### src/rtl/ivc_pkg.sv
package ivc_pkg;
  localparam int DATA_W = 32;
  localparam int IDX_W  = 8;

  // Strobes from control to datapath
  typedef struct packed {
    logic              slotMapWr;
    logic              boardMapWr;
    logic              slotMapRd;
    logic              boardMapRd;
    logic [IDX_W-1:0]  mapIdx;
    logic              newValid;
  } mapStrobe_t;
endpackage

### src/rtl/ivc_prio_enc.sv
module ivc_prio_enc #(
  parameter int W = 8,
  localparam int IW = (W > 1) ? $clog2(W) : 1
) (
  input  logic [W-1:0]  req,
  output logic          hit,
  output logic [IW-1:0] idx
);
  // Lowest set bit wins
  always_comb begin
    hit = |req;
    idx = '0;
    for (int i = W - 1; i >= 0; i--) begin
      if (req[i]) idx = IW'(i);
    end
  end
endmodule

### src/rtl/ivc_datapath.sv
module ivc_datapath
  import ivc_pkg::*;
#(
  parameter int NUM_SLOT   = 32,
  parameter int NUM_BOARD  = 32,
  parameter int SLOT_SHARE = 4,
  localparam int NUM_SRC   = NUM_SLOT + NUM_BOARD,
  localparam int ID_W      = $clog2(NUM_SRC),
  localparam int SLOT_W    = $clog2(NUM_SLOT),
  localparam int BOARD_W   = $clog2(NUM_BOARD),
  localparam int NUM_SMAP  = NUM_SLOT / SLOT_SHARE,
  localparam int SMAP_W    = (NUM_SMAP > 1) ? $clog2(NUM_SMAP) : 1
) (
  input  logic               clk,
  input  logic               rstN,
  input  mapStrobe_t         strobe,
  input  logic [NUM_SRC-1:0] irqIn,
  output logic [DATA_W-1:0]  rdData,
  output logic               scanHit,
  output logic [ID_W-1:0]    scanId,
  output logic               slotRiseHit,
  output logic [SLOT_W-1:0]  slotRiseId,
  output logic               boardRiseHit,
  output logic [BOARD_W-1:0] boardRiseId
);
  logic [NUM_SMAP-1:0]  slotValidQ;
  logic [NUM_BOARD-1:0] boardValidQ;
  logic [NUM_SRC-1:0]   levelQ;
  logic [NUM_SRC-1:0]   srcEn;
  logic [NUM_SRC-1:0]   riseVec;
  logic [NUM_SRC-1:0]   pendVec;
  logic [SMAP_W-1:0]    slotIdx;
  logic [BOARD_W-1:0]   boardIdx;
  logic                 unusedIdxBits;

  assign slotIdx       = strobe.mapIdx[SMAP_W-1:0];
  assign boardIdx      = strobe.mapIdx[BOARD_W-1:0];
  assign unusedIdxBits = ^strobe.mapIdx;

  // Fixed identity codes held in the low 31 bits
  function automatic logic [DATA_W-2:0] slotCode(input logic [SMAP_W-1:0] k);
    return (DATA_W-1)'(32'h7C0 | (32'(k) << 2));
  endfunction

  function automatic logic [DATA_W-2:0] boardCode(input logic [BOARD_W-1:0] k);
    return (DATA_W-1)'(32'h7E0 + 32'(k));
  endfunction

  for (genvar n = 0; n < NUM_SLOT; n++) begin : g_slotEn
    assign srcEn[n] = slotValidQ[n / SLOT_SHARE];
  end
  for (genvar n = 0; n < NUM_BOARD; n++) begin : g_boardEn
    assign srcEn[NUM_SLOT + n] = boardValidQ[n];
  end

  assign riseVec = irqIn & ~levelQ & srcEn;
  assign pendVec = levelQ & srcEn;

  always_ff @(posedge clk or negedge rstN) begin
    if (!rstN) begin
      slotValidQ  <= '0;
      boardValidQ <= '0;
      levelQ      <= '0;
      rdData      <= '0;
    end else begin
      levelQ <= irqIn;
      if (strobe.slotMapWr)  slotValidQ[slotIdx]   <= strobe.newValid;
      if (strobe.boardMapWr) boardValidQ[boardIdx] <= strobe.newValid;
      if (strobe.slotMapRd)
        rdData <= {slotValidQ[slotIdx], slotCode(slotIdx)};
      else if (strobe.boardMapRd)
        rdData <= {boardValidQ[boardIdx], boardCode(boardIdx)};
      else
        rdData <= '0;
    end
  end

  ivc_prio_enc #(.W(NUM_SRC)) u_scanEnc (
    .req(pendVec), .hit(scanHit), .idx(scanId)
  );
  ivc_prio_enc #(.W(NUM_SLOT)) u_slotRiseEnc (
    .req(riseVec[NUM_SLOT-1:0]), .hit(slotRiseHit), .idx(slotRiseId)
  );
  ivc_prio_enc #(.W(NUM_BOARD)) u_boardRiseEnc (
    .req(riseVec[NUM_SRC-1:NUM_SLOT]), .hit(boardRiseHit), .idx(boardRiseId)
  );
endmodule

### src/rtl/ivc_ctrl.sv
module ivc_ctrl
  import ivc_pkg::*;
#(
  parameter int NUM_SLOT        = 32,
  parameter int NUM_BOARD       = 32,
  parameter int SLOT_SHARE      = 4,
  parameter int ADDR_W          = 16,
  parameter int SLOT_MAP_BASE   = 'h0C00,
  parameter int BOARD_MAP_BASE  = 'h1000,
  parameter int SLOT_CLR_BASE   = 'h1400,
  parameter int BOARD_CLR_BASE  = 'h1800,
  parameter int REG_STRIDE      = 8,
  parameter int GROUP_STRIDE    = 32,
  localparam int NUM_SRC        = NUM_SLOT + NUM_BOARD,
  localparam int ID_W           = $clog2(NUM_SRC),
  localparam int SLOT_W         = $clog2(NUM_SLOT),
  localparam int BOARD_W        = $clog2(NUM_BOARD),
  localparam int NUM_SMAP       = NUM_SLOT / SLOT_SHARE,
  localparam int SMAP_SPAN      = NUM_SMAP * REG_STRIDE,
  localparam int BMAP_SPAN      = NUM_BOARD * REG_STRIDE,
  localparam int SCLR_SPAN      = NUM_SMAP * GROUP_STRIDE
) (
  input  logic               clk,
  input  logic               rstN,
  input  logic               busWrEn,
  input  logic               busRdEn,
  input  logic [ADDR_W-1:0]  busAddr,
  input  logic               wrValidBit,
  input  logic               scanHit,
  input  logic [ID_W-1:0]    scanId,
  input  logic               slotRiseHit,
  input  logic [SLOT_W-1:0]  slotRiseId,
  input  logic               boardRiseHit,
  input  logic [BOARD_W-1:0] boardRiseId,
  output mapStrobe_t         strobe,
  output logic [NUM_SRC-1:0] vecOut
);
  logic [31:0]     addr32;
  logic            slotMapHit, boardMapHit, slotClrHit, boardClrHit;
  logic [31:0]     slotGrp, boardClrNum, slotMapNum, boardMapNum, reqNum;
  logic            clrRetire, dropRetire;
  logic            reqValidQ, scanPendQ;
  logic [ID_W-1:0] reqIdQ;

  assign addr32 = 32'(busAddr);

  // Address decode
  assign slotMapHit  = (addr32 >= SLOT_MAP_BASE)  && (addr32 < SLOT_MAP_BASE + SMAP_SPAN);
  assign boardMapHit = (addr32 >= BOARD_MAP_BASE) && (addr32 < BOARD_MAP_BASE + BMAP_SPAN);
  assign slotClrHit  = (addr32 >= SLOT_CLR_BASE)  && (addr32 < SLOT_CLR_BASE + SCLR_SPAN);
  assign boardClrHit = (addr32 >= BOARD_CLR_BASE) && (addr32 < BOARD_CLR_BASE + BMAP_SPAN);

  assign slotMapNum  = (addr32 - SLOT_MAP_BASE)  / REG_STRIDE;
  assign boardMapNum = (addr32 - BOARD_MAP_BASE) / REG_STRIDE;
  assign slotGrp     = (addr32 - SLOT_CLR_BASE)  / GROUP_STRIDE;
  assign boardClrNum = (addr32 - BOARD_CLR_BASE) / REG_STRIDE;
  assign reqNum      = 32'(reqIdQ);

  // Strobes to the datapath
  always_comb begin
    strobe            = '0;
    strobe.slotMapWr  = busWrEn && slotMapHit;
    strobe.boardMapWr = busWrEn && boardMapHit;
    strobe.slotMapRd  = busRdEn && slotMapHit;
    strobe.boardMapRd = busRdEn && boardMapHit;
    strobe.newValid   = wrValidBit;
    strobe.mapIdx     = slotMapHit ? IDX_W'(slotMapNum) : IDX_W'(boardMapNum);
  end

  // Retire conditions
  always_comb begin
    clrRetire  = 1'b0;
    dropRetire = 1'b0;
    if (busWrEn && reqValidQ) begin
      if (slotClrHit && (reqNum / SLOT_SHARE) == slotGrp)
        clrRetire = 1'b1;
      if (boardClrHit && reqNum == NUM_SLOT + boardClrNum)
        clrRetire = 1'b1;
      if (!wrValidBit && slotMapHit && reqNum < NUM_SLOT &&
          (reqNum / SLOT_SHARE) == slotMapNum)
        dropRetire = 1'b1;
      if (!wrValidBit && boardMapHit && reqNum == NUM_SLOT + boardMapNum)
        dropRetire = 1'b1;
    end
  end

  // Held request
  always_ff @(posedge clk or negedge rstN) begin
    if (!rstN) begin
      reqValidQ <= 1'b0;
      reqIdQ    <= '0;
      scanPendQ <= 1'b0;
    end else if (clrRetire || dropRetire) begin
      reqValidQ <= 1'b0;
      scanPendQ <= 1'b1;
    end else if (scanPendQ && scanHit) begin
      reqValidQ <= 1'b1;
      reqIdQ    <= scanId;
      scanPendQ <= 1'b0;
    end else begin
      scanPendQ <= 1'b0;
      if (slotRiseHit) begin
        reqValidQ <= 1'b1;
        reqIdQ    <= ID_W'(slotRiseId);
      end else if (boardRiseHit && !reqValidQ) begin
        reqValidQ <= 1'b1;
        reqIdQ    <= ID_W'(NUM_SLOT) + ID_W'(boardRiseId);
      end
    end
  end

  for (genvar n = 0; n < NUM_SRC; n++) begin : g_vec
    assign vecOut[n] = reqValidQ && (reqIdQ == ID_W'(n));
  end
endmodule

### src/rtl/irq_vector_ctrl.sv
module irq_vector_ctrl
  import ivc_pkg::*;
#(
  parameter int NUM_SLOT   = 32,
  parameter int NUM_BOARD  = 32,
  parameter int SLOT_SHARE = 4,
  parameter int ADDR_W     = 16,
  localparam int NUM_SRC   = NUM_SLOT + NUM_BOARD,
  localparam int ID_W      = $clog2(NUM_SRC),
  localparam int SLOT_W    = $clog2(NUM_SLOT),
  localparam int BOARD_W   = $clog2(NUM_BOARD)
) (
  input  logic               clk,
  input  logic               rstN,
  input  logic [NUM_SRC-1:0] irqIn,
  input  logic               busWrEn,
  input  logic               busRdEn,
  input  logic [ADDR_W-1:0]  busAddr,
  input  logic [DATA_W-1:0]  busWrData,
  output logic [DATA_W-1:0]  busRdData,
  output logic [NUM_SRC-1:0] vecOut
);
  mapStrobe_t         strobe;
  logic               scanHit, slotRiseHit, boardRiseHit;
  logic [ID_W-1:0]    scanId;
  logic [SLOT_W-1:0]  slotRiseId;
  logic [BOARD_W-1:0] boardRiseId;
  logic               unusedWrBits;

  assign unusedWrBits = ^busWrData[DATA_W-2:0];

  ivc_ctrl #(
    .NUM_SLOT(NUM_SLOT), .NUM_BOARD(NUM_BOARD),
    .SLOT_SHARE(SLOT_SHARE), .ADDR_W(ADDR_W)
  ) u_ctrl (
    .clk(clk), .rstN(rstN),
    .busWrEn(busWrEn), .busRdEn(busRdEn), .busAddr(busAddr),
    .wrValidBit(busWrData[DATA_W-1]),
    .scanHit(scanHit), .scanId(scanId),
    .slotRiseHit(slotRiseHit), .slotRiseId(slotRiseId),
    .boardRiseHit(boardRiseHit), .boardRiseId(boardRiseId),
    .strobe(strobe), .vecOut(vecOut)
  );

  ivc_datapath #(
    .NUM_SLOT(NUM_SLOT), .NUM_BOARD(NUM_BOARD), .SLOT_SHARE(SLOT_SHARE)
  ) u_dp (
    .clk(clk), .rstN(rstN), .strobe(strobe), .irqIn(irqIn),
    .rdData(busRdData),
    .scanHit(scanHit), .scanId(scanId),
    .slotRiseHit(slotRiseHit), .slotRiseId(slotRiseId),
    .boardRiseHit(boardRiseHit), .boardRiseId(boardRiseId)
  );
endmodule

### config.mk
export PLATFORM = sky130hd
export DESIGN_NAME = irq_vector_ctrl
export DESIGN_NICKNAME = d
export VERILOG_FILES = /design/src/rtl/ivc_pkg.sv /design/src/rtl/ivc_prio_enc.sv /design/src/rtl/ivc_datapath.sv /design/src/rtl/ivc_ctrl.sv /design/src/rtl/irq_vector_ctrl.sv
export SDC_FILE = /design/constraint.sdc
export NUM_CORES = 1
export LEC_CHECK = 0
export BUFFER_PORTS_ARGS = -buffer_cell sky130_fd_sc_hd__clkbuf_2
export CAP_MARGIN = 20
export CORE_UTILIZATION = 52
export CTS_BUF_LIST = sky130_fd_sc_hd__clkbuf_4 sky130_fd_sc_hd__clkbuf_8
export DETAILED_ROUTE_END_ITERATION = 10
export PLACE_DENSITY = 0.87
export SLEW_MARGIN = 10
export SYNTH_ARGS = -nofsm -noshare
export SYNTH_HDL_FRONTEND = slang
export SYNTH_SLANG_ARGS = --single-unit
export TNS_END_PERCENT = 20
### constraint.sdc
create_clock -name clk -period 4.6 [get_ports clk]
set_input_delay 0.46 -clock clk [delete_from_list [all_inputs] [get_ports clk]]
set_output_delay 0.46 -clock clk [all_outputs]
set_load 0.1 [all_outputs]
Word-level counts from Yosys, hierarchy flattened
Index checks and enable logic that the tools add are counted.
W data, S select, Z words.
{ "word_totals": {"ff_bits": 144, "mem_count": 0, "latchBits": 0, "output_inout_bits": 96, "ramBits": 0, "mem_bits_ro": 0} }
{ "classes": {"n_mul": 0, "n_bitwise": 5, "n_lt_le_gt_ge": 13, "add_sub_neg": 8, "div_mod_pow": 0, "n_mux": 155, "reduce_logical": 94, "eq_ne": 67, "shift": 0} }
{ "ops": {"columns": ["operator", "n"], "rows": [
  ["$mux W6", 67],
  ["$mux W5", 65],
  ["$and A64 B64 Y64", 3],
  ["$eq A6 B6 Y1 const B", 32],
  ["$eq A6 B5 Y1 const B", 16],
  ["$logic_and A1 B1 Y1", 84],
  ["$eq A6 B32 Y1", 2],
  ["$mux W32", 2],
  ["$not A64 Y64", 1],
  ["$reduce_or A32 Y1", 2],
  ["$reduce_or A64 Y1", 1],
  ["$add A6 B29 Y30 const A", 2],
  ["$sub A16 B13 Y17 const B", 3],
  ["$eq A6 B4 Y1 const B", 8],
  ["$ge A16 B13 Y1 const B", 3],
  ["$lt A16 B13 Y1 const B", 3],
  ["$bwmux W32", 1],
  ["$eq A4 B29 Y1", 1],
  ["$eq A4 B27 Y1", 1],
  ["$eq A6 B3 Y1 const B", 4],
  ["$sub A16 B12 Y17 const B", 1],
  ["$ge A16 B12 Y1 const B", 1],
  ["$lt A16 B12 Y1 const B", 1],
  ["$mux W1", 15],
  ["21 further kinds", 23]
]} }

Depth between registers and ports, before layout
{ "logic_depth": {"word_depth": 66, "ltp_mapped": 15} }

By module
From an unflattened synthesis, not the netlist that was laid out.
{ "hier_totals": {"hier_cells": 1042, "area_unflattened_um2": 8748.4} }
{ "modules_own_cells": {"columns": ["module", "cells_per_inst", "n_inst", "area_each_um2", "seq_area_each_um2"], "rows": [
  ["ivc_datapath", 473, 1, 5153.7, 2802.7],
  ["ivc_ctrl", 294, 1, 1936.9, 200.2],
  ["ivc_prio_enc (u_dp.u_scanEnc)", 145, 1, 887.1, 0.0],
  ["ivc_prio_enc (u_dp.u_boardRiseEnc ...)", 65, 2, 385.4, 0.0]
]} }

Worst setup path after synthesis
No wires, ideal clock.
{ "synth_timing": {"kind": "in2reg", "start": "input busAddr[13]", "end": "register u_ctrl.reqIdQ[0]", "arrival_time_ns": 3.004, "required_time_ns": 4.475, "setup_ns": 0.125, "slack_ns": 1.471, "stages": 15, "cell_sequence": "buf_6 -> inv_1 -> ha_1 -> a21oi_1 -> and3_1 -> o21ai_0 -> inv_1 -> ha_1 -> nor4bb_1 -> nand4_1 -> nor3_1 -> a31oi_1 -> o211ai_4 -> a21oi_4 -> mux2_4"} }
{ "synth_between": {"elab_chain_cells": 11} }
{ "synth_rtl": {"columns": ["element", "line", "source"], "rows": [
  ["start: declaration", "irq_vector_ctrl.sv:18", "input logic [ADDR_W-1:0] busAddr,"],
  ["branches (longest 8 deep; another with $add A6 B29 Y30)", null, null],
  ["$logic_or A1 B1 Y1 (*)", "ivc_ctrl.sv:93", "end else if (clrRetire || dropRetire) begin"],
  ["$not A1 Y1 (no line) (*)", null, null],
  ["$reduce_and A2 Y1 (no line) (*)", null, null],
  ["end signal: assignment", "ivc_ctrl.sv:98", "reqIdQ <= scanId;"],
  ["end signal: assignment", "ivc_ctrl.sv:104", "reqIdQ <= ID_W'(slotRiseId);"],
  ["end signal: assignment", "ivc_ctrl.sv:107", "reqIdQ <= ID_W'(NUM_SLOT) + ID_W'(boardRiseId);"],
  ["end: declaration", "ivc_ctrl.sv:43", "logic [ID_W-1:0] reqIdQ;"]
]} }
Mark *: on every way between the ends.
A chain may end at the register's enable or synchronous reset.

Worst setup path in the final report
{ "layout_timing": {"start": "input busAddr[13]", "end": "register u_ctrl.reqIdQ[4]"} }
The elaborated chain is that of the path after synthesis.

==> flow_metrics.py <==
metrics = {
    "grt": {
        "largest_net_degree_at_the_start_of_global_routing": 86,
        "grt_pass1_vias": 7350,
        "globalRouteOverflowTotal": 0,
        "grt_pass1_wl_um": 37200,
        "groute.usage.overall": 0.286,
        "grt_antenna_before_repair": 0,
    },
    "synthesis": {
        "synth-seq-cells": 120,
        "netlist-cell-type-count": 89,
        "synth_top_area_cell": "dfrtp_1",
        "ys_dominant_reg_cell": "dfrtp_1",
        "post_synth_inst_count": 961,
        "netlist_top_cells_area": "dfrtp_1 (35%), nor2_1 (5.0%), nand2_1 (4.7%)",
        "async_reset_ff_frac": 1.00,
        "number_of_synthesized_flops_with_an_enable_pin": 0,
        "syn-mean-instance-area_um2": 8.87,
        "synth_warnings": 0,
        "netlist_area_um2": 8530,
        "synthDominantCellAreaShare": 0.352,
        "synth_seq_area_share": 0.352,
    },
    "final_layout": {
        "area_delta_synth_final_pct": 14.2,
        "final_cells": 1330,
        "post-route-util": 0.611,
        "fillCellCount": 1354,
        "drive_above_1_share": 0.221,
        "insertedDiodeCount": 0,
        "total_number_of_nets_in_the_final_design": 1233,
    },
    "clocking": {
        "cts_max_level": 4,
        "clock-root-buffer": "clkbuf_8",
        "cts-buffers-inserted": 17,
        "clock_path_buffers": 2,
        "cts.sink_count": 120,
        "cts_resized": 0,
        "worst_skew_pair.late_latency_ns": 0.46,
        "cts_post_setup_buffers_inserted": 0,
        "post_cts_hold_fix_bufs": 0,
        "path_clk_slew_ns": 0.07,
        "cts_tree": "done",
    },
    "worst_setup_path": {
        "worst_setup_path_end_kind": "flip-flop",
        "worst_path_cell_with_the_longest_stage_delay": "ha_1",
        "max_stage_delay_ns": 0.35,
        "worstPathCellList": "clkbuf_2 > inv_1 > ha_1 > a21oi_1 > and3_1 > o21ai_0 > inv_1 > ha_1 > nor4bb_1 > nand4_1 > nor3_1 > a31oi_1 > o211ai_4 > a21oi_4 > mux2_4",
        "critPathKind": "in -> reg",
        "crit_path_max_fanout": 9,
        "crit_required_ns": 4.95,
        "worst-endpoint-arrival_ns": 3.57,
        "start_kind": "input port",
    },
    "timing": {
        "worst_slew_margin_rel": 0.275,
        "post-route-period-util": 0.701,
        "rsz0062_at_grt": "false",
        "worst_pin_slew_ns": 1.09,
        "setup_viol_count_final": 0,
        "setup_total_negative_slack_ns": 0,
        "timing.final.hold_violations": 0,
        "max_clock_freq_ghz": 0.310,
        "fin_skew_ns": 0.00953,
        "final-max-slew-violation-count": 0,
        "period_needed_ns": 3.22,
    },
    "drt": {
        "detailedRoute.firstPassIterationCount": 5,
        "antenna_violating_nets_post_route": 0,
        "drt_iter0_drc": 692,
        "routed_wire_length_per_instance_um": 17.9,
        "dr_total_vias": 8092,
        "viasPerCell": 6.08,
        "remaining_drc_errors": 0,
        "final_wl_um": 23800,
    },
    "die": {
        "die_y_um": 130,
        "top_level_ports": 212,
        "initial_utilization": 0.535,
        "die_outline_width_um": 130,
        "rows": 46,
        "core_area_um2": 15900,
        "die_area_um2": 16900,
    },
    "pwr": {
        "max-vdd-ir-drop_v": 0.000210,
        "leakage_nw": 4.39,
        "powerDensity_nw_per_um2": 309,
    },
    "placement": {
        "placed_cells": 1297,
        "routabilityCongestion": 0.981,
        "dp.final_hpwl_um": 18200,
        "numPortBuffers": 160,
    },
    "job": {
        "maxCapViolations": 0,
    },
    "status": {
        "run_status": "complete, no violations",
    },
    "worst_hold_path": {
        "min-delay-path-class": "in -> async",
    },
}
==> routing by layer <==
layer	share of wire	up-vias	global-route usage
li1	-	3758	-
met1	0.42	3900	0.381
met2	0.48	378	0.457
met3	0.071	56	0.0656
met4	0.023	0	0.0999
met5	0	-	0
==> cells in the final DEF, fill, tap and decap left out, types with 9 or more instances in the layout <==
cell type,synthesis,final
nor3_1,11,11
a31oi_1,13,13
nand2_1,107,107
mux2_1,33,33
o21ai_0,77,77
o41ai_1,12,12
a21oi_1,19,19
and3b_1,10,10
mux2_2,9,9
conb_1,1,20
dfrtp_1,120,120
o211ai_1,14,14
nand3b_1,27,27
clkbuf_8,2,20
nand2b_1,11,11
inv_1,24,24
clkbuf_2,0,159
nand3_1,25,25
nor2b_1,48,48
a22oi_1,18,18
xnor2_1,13,13
ha_1,16,16
nand4_1,17,17
nor2_1,113,113
==> critical path, delay by kind of cell <==
family	cells	cell delay (ns)
adder cells (fa/ha/maj)	2	0.53
buffers and inverters	3	0.41
AO/OA/AOI/OAI	5	1.01
multiplexers	1	0.32
AND/OR/NAND/NOR	4	0.84
==> synthesized netlist by cell type (all sizes together), types with 8 or more instances <==
cell    number
nor3        14
clkbuf      26
nand4       18
dfrtp      120
nand3b      27
and2         9
a22oi       18
o21ai       77
buf         36
nand3       25
and3b       10
nor2       113
xnor2       13
o41ai       17
nor4         9
nand2      108
o211ai      15
nand2b      12
ha          16
mux2        47
nor2b       48
a31oi       13
inv         25
a21oi       20
xor2         8
==> path summary, 6_finish.rpt <==
path	depth (start not counted)	to	start	slack, ns
worst max-delay path	15	u_ctrl.reqIdQ[4]$_DFFE_PN0P_	busAddr[13]	1.38
worst min-delay path	1	u_dp.levelQ[22]$_DFF_PN0_	rstN	0.01
worst max register to register	7	u_ctrl.reqIdQ[1]$_DFFE_PN0P_	u_dp.levelQ[25]$_DFF_PN0_	1.88
max in group asynchronous	2	u_dp.levelQ[38]$_DFF_PN0_	rstN	3.68
min in group clk	1	u_dp.levelQ[15]$_DFF_PN0_	irqIn[15]	0.11
worst min register to register	1	u_dp.boardValidQ[16]$_DFFE_PN0P_	u_dp.boardValidQ[16]$_DFFE_PN0P_	0.59
==> logic make-up (layout without fill, tap and decap cells) <==
kind of cell / after synthesis / in the layout / synth area share
flip-flops: 120 / 120 / 0.352
AO/OA/AOI/OAI: 242 / 242 / 0.204
XOR/XNOR: 21 / 21 / 0.0216
adder cells (fa/ha/maj): 16 / 16 / 0.0235
buffers and inverters: 87 / 221 / 0.0580
AND/OR/NAND/NOR: 417 / 417 / 0.254
multiplexers: 57 / 57 / 0.0863
other: 1 / 20 / 0.000440
==> power breakdown <==
part | total (mW) | internal (mW) | switching [mW] | leakage (nW)
combinational | 0.793 | 0.222 | 0.572 | 2.68
sequential | 1.20 | 1.11 | 0.0926 | 1.50
clock | 1.02 | 0.584 | 0.435 | 0.212
total | 3.01 | 1.91 | 1.10 | 4.39
==> final cells by class <==
cell class / count / area [um2] / share of cell area
Multi-Input combinational cell: 773 / 5100 / 0.524
Clock buffer: 21 / 283 / 0.0290
Tap cell: 216 / 270 / 0.0277
Timing Repair Buffer: 164 / 846 / 0.0868
Sequential cell: 120 / 3000 / 0.308
Clock inverter: 11 / 145 / 0.0149
Inverter: 25 / 93.8 / 0.00963
==> flip-flops by register name, indices dropped and copies added (netlist names) <==
register and count:
u_dp.boardValidQ 32, u_dp.levelQ 64, u_dp.rdData 8, u_ctrl.scanPendQ 1, u_ctrl.reqIdQ 6, u_ctrl.reqValidQ 1, u_dp.slotValidQ 8
==> per-stage QoR <==
step	hold slack, ns	area [um2]	power [mW]	worst slack (ns)
after CTS	0.0915	9720	3.02	1.43
after detailed placement	0.570	9290	1.99	0.921
after global routing	0.0393	9740	3.14	1.15
after global placement	0.558	9290	1.99	0.949
final	0.0144	9740	3.01	1.38
after floorplan	0.164	8600	1.83	1.47
Note: power is estimated with default switching activity, not from simulation.
